File: config.mk
export PLATFORM = sky130hd
export DESIGN_NAME = shared_slot_ctrl
export DESIGN_NICKNAME = d
export VERILOG_FILES = /design/src/rtl/ssc_pkg.sv /design/src/rtl/ssc_match.sv /design/src/rtl/ssc_pick.sv /design/src/rtl/shared_slot_ctrl.sv
export SDC_FILE = /design/constraint.sdc
export NUM_CORES = 1
export LEC_CHECK = 0
export BUFFER_PORTS_ARGS = -buffer_cell sky130_fd_sc_hd__buf_4
export CAP_MARGIN = 20
export CORE_MARGIN = 8
export CORE_UTILIZATION = 25
export DETAILED_ROUTE_END_ITERATION = 7
export PLACE_DENSITY = 0.38
export SYNTH_ARGS = -nofsm -noshare
export SYNTH_HDL_FRONTEND = slang
export SYNTH_SLANG_ARGS = --single-unit
File: constraint.sdc
create_clock -name clk -period 5 [get_ports clk]
set_input_delay 0.5 -clock clk [delete_from_list [all_inputs] [get_ports clk]]
set_output_delay 0.5 -clock clk [all_outputs]
set_load 0.02 [all_outputs]
File: src/rtl/ssc_pkg.sv
package ssc_pkg;
    typedef enum logic {
        ST_IDLE = 1'b0,
        ST_WB   = 1'b1
    } fsm_e;
endpackage

File: src/rtl/ssc_match.sv
module ssc_match #(
    parameter int NUM_SLOTS = 4,
    parameter int ADDR_W    = 8
) (
    input  logic [ADDR_W-1:0]                 addr,
    input  logic                              core,
    input  logic [NUM_SLOTS-1:0]              valid,
    input  logic [NUM_SLOTS-1:0]              dirty,
    input  logic [NUM_SLOTS-1:0]              owner,
    input  logic [NUM_SLOTS-1:0][ADDR_W-1:0]  tag,
    output logic [NUM_SLOTS-1:0]              own_dirty_hit,
    output logic [NUM_SLOTS-1:0]              clean_hit
);
    for (genvar i = 0; i < NUM_SLOTS; i++) begin : g_slot
        logic same;
        assign same             = valid[i] && (tag[i] == addr);
        assign own_dirty_hit[i] = same && dirty[i] && (owner[i] == core);
        assign clean_hit[i]     = same && !dirty[i];
    end
endmodule

File: src/rtl/ssc_pick.sv
module ssc_pick #(
    parameter int NUM_SLOTS = 4,
    localparam int IDX_W    = $clog2(NUM_SLOTS)
) (
    input  logic [NUM_SLOTS-1:0] cand,
    output logic                 found,
    output logic [IDX_W-1:0]     idx
);
    always_comb begin
        found = |cand;
        idx   = '0;
        for (int i = NUM_SLOTS - 1; i >= 0; i--) begin
            if (cand[i]) idx = IDX_W'(i);
        end
    end
endmodule

File: src/rtl/shared_slot_ctrl.sv
module shared_slot_ctrl #(
    parameter int NUM_SLOTS = 4,
    parameter int ADDR_W    = 8,
    localparam int IDX_W    = $clog2(NUM_SLOTS)
) (
    input  logic                        clk,
    input  logic                        rst,
    input  logic [1:0]                  req_valid,
    input  logic [1:0]                  req_write,
    input  logic [1:0]                  req_flush,
    input  logic [1:0][ADDR_W-1:0]      req_addr,
    input  logic [1:0]                  done,
    output logic [1:0]                  grant,
    output logic [1:0][IDX_W-1:0]       grant_slot,
    output logic                        wb_req,
    output logic [ADDR_W-1:0]           wb_addr,
    input  logic                        wb_ack
);
    import ssc_pkg::*;

    typedef struct packed {
        fsm_e                              fsm;
        logic                              prio;
        logic [NUM_SLOTS-1:0]              valid;
        logic [NUM_SLOTS-1:0]              dirty;
        logic [NUM_SLOTS-1:0]              owner;
        logic [NUM_SLOTS-1:0]              lock;
        logic [NUM_SLOTS-1:0]              lock_core;
        logic [NUM_SLOTS-1:0][ADDR_W-1:0]  tag;
        logic                              pend_core;
        logic                              pend_write;
        logic                              pend_flush;
        logic [IDX_W-1:0]                  pend_slot;
        logic [ADDR_W-1:0]                 pend_addr;
    } state_t;

    state_t state_q, state_d;

    // Served core: the priority holder if it asks, else the other one.
    logic              sel;
    logic [ADDR_W-1:0] sel_addr;
    logic              sel_write, sel_flush;

    assign sel       = req_valid[state_q.prio] ? state_q.prio : ~state_q.prio;
    assign sel_addr  = req_addr[sel];
    assign sel_write = req_write[sel];
    assign sel_flush = req_flush[sel];

    logic [NUM_SLOTS-1:0] own_hit, clean_hit, free_vec, vict_vec;
    logic                 own_found, clean_found, free_found, vict_found;
    logic [IDX_W-1:0]     own_idx, clean_idx, free_idx, vict_idx;

    ssc_match #(.NUM_SLOTS(NUM_SLOTS), .ADDR_W(ADDR_W)) u_match (
        .addr          (sel_addr),
        .core          (sel),
        .valid         (state_q.valid),
        .dirty         (state_q.dirty),
        .owner         (state_q.owner),
        .tag           (state_q.tag),
        .own_dirty_hit (own_hit),
        .clean_hit     (clean_hit)
    );

    assign free_vec = ~state_q.valid & ~state_q.lock;
    assign vict_vec =  state_q.valid & ~state_q.lock;

    ssc_pick #(.NUM_SLOTS(NUM_SLOTS)) u_pick_own   (.cand(own_hit),   .found(own_found),   .idx(own_idx));
    ssc_pick #(.NUM_SLOTS(NUM_SLOTS)) u_pick_clean (.cand(clean_hit), .found(clean_found), .idx(clean_idx));
    ssc_pick #(.NUM_SLOTS(NUM_SLOTS)) u_pick_free  (.cand(free_vec),  .found(free_found),  .idx(free_idx));
    ssc_pick #(.NUM_SLOTS(NUM_SLOTS)) u_pick_vict  (.cand(vict_vec),  .found(vict_found),  .idx(vict_idx));

    logic             hit_found;
    logic [IDX_W-1:0] hit_idx;
    assign hit_found = own_found || clean_found;
    assign hit_idx   = own_found ? own_idx : clean_idx;

    function automatic state_t place(state_t s, logic [IDX_W-1:0] idx,
                                     logic [ADDR_W-1:0] a, logic wr, logic core);
        state_t r;
        r                = s;
        r.valid[idx]     = 1'b1;
        r.tag[idx]       = a;
        r.dirty[idx]     = wr;
        r.owner[idx]     = core;
        r.lock[idx]      = 1'b1;
        r.lock_core[idx] = core;
        return r;
    endfunction

    always_comb begin
        state_d      = state_q;
        state_d.prio = ~state_q.prio;
        grant        = '0;
        grant_slot   = '0;
        wb_req       = 1'b0;
        wb_addr      = state_q.tag[state_q.pend_slot];

        // Lock release comes first so a grant in the same cycle keeps its new lock.
        for (int c = 0; c < 2; c++) begin
            if (done[c]) begin
                for (int i = 0; i < NUM_SLOTS; i++) begin
                    if (state_q.lock_core[i] == 1'(c)) state_d.lock[i] = 1'b0;
                end
            end
        end

        unique case (state_q.fsm)
            ST_IDLE: begin
                if (|req_valid) begin
                    if (sel_flush) begin
                        if (!own_found) begin
                            grant[sel] = 1'b1;
                        end else if (!state_q.lock[own_idx]) begin
                            state_d.fsm        = ST_WB;
                            state_d.pend_core  = sel;
                            state_d.pend_slot  = own_idx;
                            state_d.pend_flush = 1'b1;
                            state_d.pend_write = 1'b0;
                            state_d.pend_addr  = sel_addr;
                        end
                    end else if (hit_found) begin
                        if (!state_q.lock[hit_idx]) begin
                            grant[sel]                = 1'b1;
                            grant_slot[sel]           = hit_idx;
                            state_d.lock[hit_idx]      = 1'b1;
                            state_d.lock_core[hit_idx] = sel;
                            if (sel_write) begin
                                state_d.dirty[hit_idx] = 1'b1;
                                state_d.owner[hit_idx] = sel;
                            end
                        end
                    end else if (free_found) begin
                        grant[sel]      = 1'b1;
                        grant_slot[sel] = free_idx;
                        state_d         = place(state_d, free_idx, sel_addr, sel_write, sel);
                    end else if (vict_found) begin
                        if (state_q.dirty[vict_idx]) begin
                            state_d.fsm        = ST_WB;
                            state_d.pend_core  = sel;
                            state_d.pend_slot  = vict_idx;
                            state_d.pend_flush = 1'b0;
                            state_d.pend_write = sel_write;
                            state_d.pend_addr  = sel_addr;
                        end else begin
                            grant[sel]      = 1'b1;
                            grant_slot[sel] = vict_idx;
                            state_d         = place(state_d, vict_idx, sel_addr, sel_write, sel);
                        end
                    end
                end
            end
            ST_WB: begin
                wb_req = 1'b1;
                if (wb_ack) begin
                    state_d.fsm                   = ST_IDLE;
                    grant[state_q.pend_core]      = 1'b1;
                    grant_slot[state_q.pend_core] = state_q.pend_slot;
                    if (state_q.pend_flush) begin
                        state_d.dirty[state_q.pend_slot] = 1'b0;
                    end else begin
                        state_d = place(state_d, state_q.pend_slot, state_q.pend_addr,
                                        state_q.pend_write, state_q.pend_core);
                    end
                end
            end
            default: state_d.fsm = ST_IDLE;
        endcase
    end

    always_ff @(posedge clk) begin
        if (rst) state_q <= '0;
        else     state_q <= state_d;
    end
endmodule

==> metrics.csv <==
metric,value,unit
fin_area,0.007084,mm^2
clock-sinks,67,
clock_tree.root_cell,clkbuf_16,
wl_per_cell,25.39,um
synth.avg_cell_area,7.762,um^2
overflow,0,
setup_viol,0,
synth_edf_count,0,
cts_hold_repair.buffers,0,
critical_path_class,flop to output port,
cts_buffers,9,
die_h,171.8,um
leakagePower,2.586,nW
final_cell_mix,"nor2_1, buf_4, dfxtp_1",
min_period,4.727,ns
ys_ff_latch,67,
syn-num-nets,809,
final_common_cell,nor2_1,
fillers,2728,
dp_hpwl,22220,um
worstSetupStartpointType,flop,
place.gp.congestion,0.9301,
synth_area,0.006070,mm^2
clk_latency,0.36,ns
reg_top3,state_q x67,
status,finished clean,
peakVddDrop,0.1184,mV
htreeDepth,3,
crit_arrival,4.23,ns
max_freq,0.2115,GHz
rows,57,
grt_max_degree,60,
gr-usage-all-layers,19.60,%
p_per_area,275.1,mW/mm^2
whs,0.4760,ns
numPortBuffers,41,
layout.nets,839,
multi_input_area,0.004427,mm^2
place_area,0.006753,mm^2
maxCapViolCount,0,
pre_cts_slack,0.2791,ns
synth-main-ff-cell,dfxtp_1,
ant_nets,0,
async_reset_ff_share,0,%
cts_tree,done,
diodes,0,
clock_skew,0.01895,ns
power.total,1.949,mW
worstPathRequired,4.50,ns
ys_types,93,
largest_reg_flops,67,
grt_first_pass_wirelength,42870,um
die_width,171.8,um
worst_slew_pin_slew,0.8494,ns
clockBufferDepth,2,
path_clk_slew,0.06,ns
critical_path.endpoint_type,output port,
vias_per_cell,5.870,
grt_antenna_before_repair,1,
yosysWarningCount,0,
start_util,25.18,%
fin_ws,0.2726,ns
vias,6698,
post-route-period-util,94.55,%
seq_area_frac_synth,22.10,%
relSlewSlack,43.19,%
drc,0,
design.portCount,42,
drive_gt1_share,16.89,%
hold_viol,0,
first_iter_violations,808,
grt_pass1_vias,6489,
slew_violations,0,
area_growth,16.72,%
seq_area,0.001341,mm^2
core_area,0.02411,mm^2
regMostFlops,state_q,
min_path_type,flop to flop,
synthCells,782,
die-area,0.02952,mm^2
routed_wl,28970,um
dr.pass1.iters,6,
path_max_fanout,10,
cell usage after synthesis, types with 4 or more instances:
cell type  count  area, um^2
nor2_1       107       401.6
dfxtp_1       67        1341
nand2_1       55       206.5
a21oi_1       48       240.2
mux2i_1       48       480.5
o22ai_1       35       219.0
clkbuf_1      30       112.6
inv_1         24       90.09
nand2b_1      23       143.9
nor3_1        21       105.1
o21ai_0       20       100.1
nand3_1       14       70.07
nand4_1       14       87.58
nor2b_1       12       75.07
o21ai_1       12       60.06
a211oi_1      11       82.58
a31oi_1       11       68.82
o221ai_1      11       96.34
and2_1        10       62.56
nor4_1        10       62.56
o211a_1        9       90.09
o211ai_1       9       67.56
or3_1          9       56.30
xnor2_1        9       78.83
buf_2          8       40.04
mux4_2         8       180.2
xor2_1         8       70.07
a21o_1         7       52.55
o32ai_1        6       52.55
a222oi_1       5       50.05
a22oi_1        5       37.54
buf_4          5       37.54
or2_2          5       31.28
a221oi_1       4       35.03
a2bb2oi_1      4       35.03
buf_6          4       45.04
o22a_1         4       35.03
o31ai_1        4       30.03
o41ai_1        4       35.03
worst max-delay path, stage by stage (launching register included):
cell,delay (ns)
dfxtp_1,0.34
and2b_2,0.31
nor2_4,0.30
buf_4,0.23
a21boi_1,0.18
a2111oi_4,0.52
nand4_1,0.27
o21ai_1,0.26
a21oi_4,0.10
mux2i_1,0.29
mux2i_4,0.20
a21oi_1,0.28
mux2i_1,0.10
o32ai_1,0.27
buf_4,0.20
final timing paths:
check	startpoint	end	slack (ns)	cells past startpoint
hold / removal	state_q[65]$_SDFF_PP0_	state_q[65]$_SDFF_PP0_	0.48	1
setup / recovery	state_q[65]$_SDFF_PP0_	grant[1]	0.27	14
hold reg to reg	state_q[65]$_SDFF_PP0_	state_q[65]$_SDFF_PP0_	0.48	1
setup reg to reg	state_q[65]$_SDFF_PP0_	state_q[4]$_SDFFE_PP0P_	0.77	13
logic make-up (layout without fill, tap and decap cells):
| logic type | Yosys count | after routing | synth area share (%) |
|---|---|---|---|
| mux | 59 | 59 | 11.63 |
| flops | 67 | 67 | 22.10 |
| buf+inv | 74 | 109 | 5.545 |
| simple gates | 309 | 309 | 26.06 |
| compound gates | 256 | 256 | 32.22 |
| xor+xnor | 17 | 17 | 2.453 |
timing repair:
item | 4_1_cts | 5_1_grt
buffers inserted | 0 | 0
setup endpoints to repair | 0 | 2
resized for setup | 0 | 5
power breakdown:
part	internal, mW	switching [mW]	leakage [nW]
sequential	0.566	0.0618	0.544
combinational	0.227	0.409	1.90
clock	0.393	0.292	0.141
area by class of cell:
class                           count  area share [%]
Multi-Input combinational cell    641           62.49
Sequential cell                    67           18.93
Timing Repair Buffer               69           7.312
Tap cell                          324           5.722
Clock buffer                       10           3.232
Inverter                           24           1.272
Clock inverter                      6           1.042
through the flow:
step / setup TNS, ns / instances / util (%)
6_report: 0 / 1141 / 29.39
5_1_grt: -0.001291 / 1141 / 29.39
4_1_cts: 0 / 1141 / 29.27
3_5_place_dp: 0 / 1125 / 28.01
3_3_place_gp: 0 / 1125 / 28.01
2_1_floorplan: 0 / 782 / -
layer usage:
layer | track usage (%) | wire [um] | vias to the layer above
met2 | 28.98 | 12260 | 376
met5 | 0 | 13 | -
met3 | 3.489 | 2229 | 74
li1 | - | - | 3052
met4 | 8.246 | 1015 | 2
met1 | 27.45 | 13450 | 3194
Power figures use the tool's default switching activity.
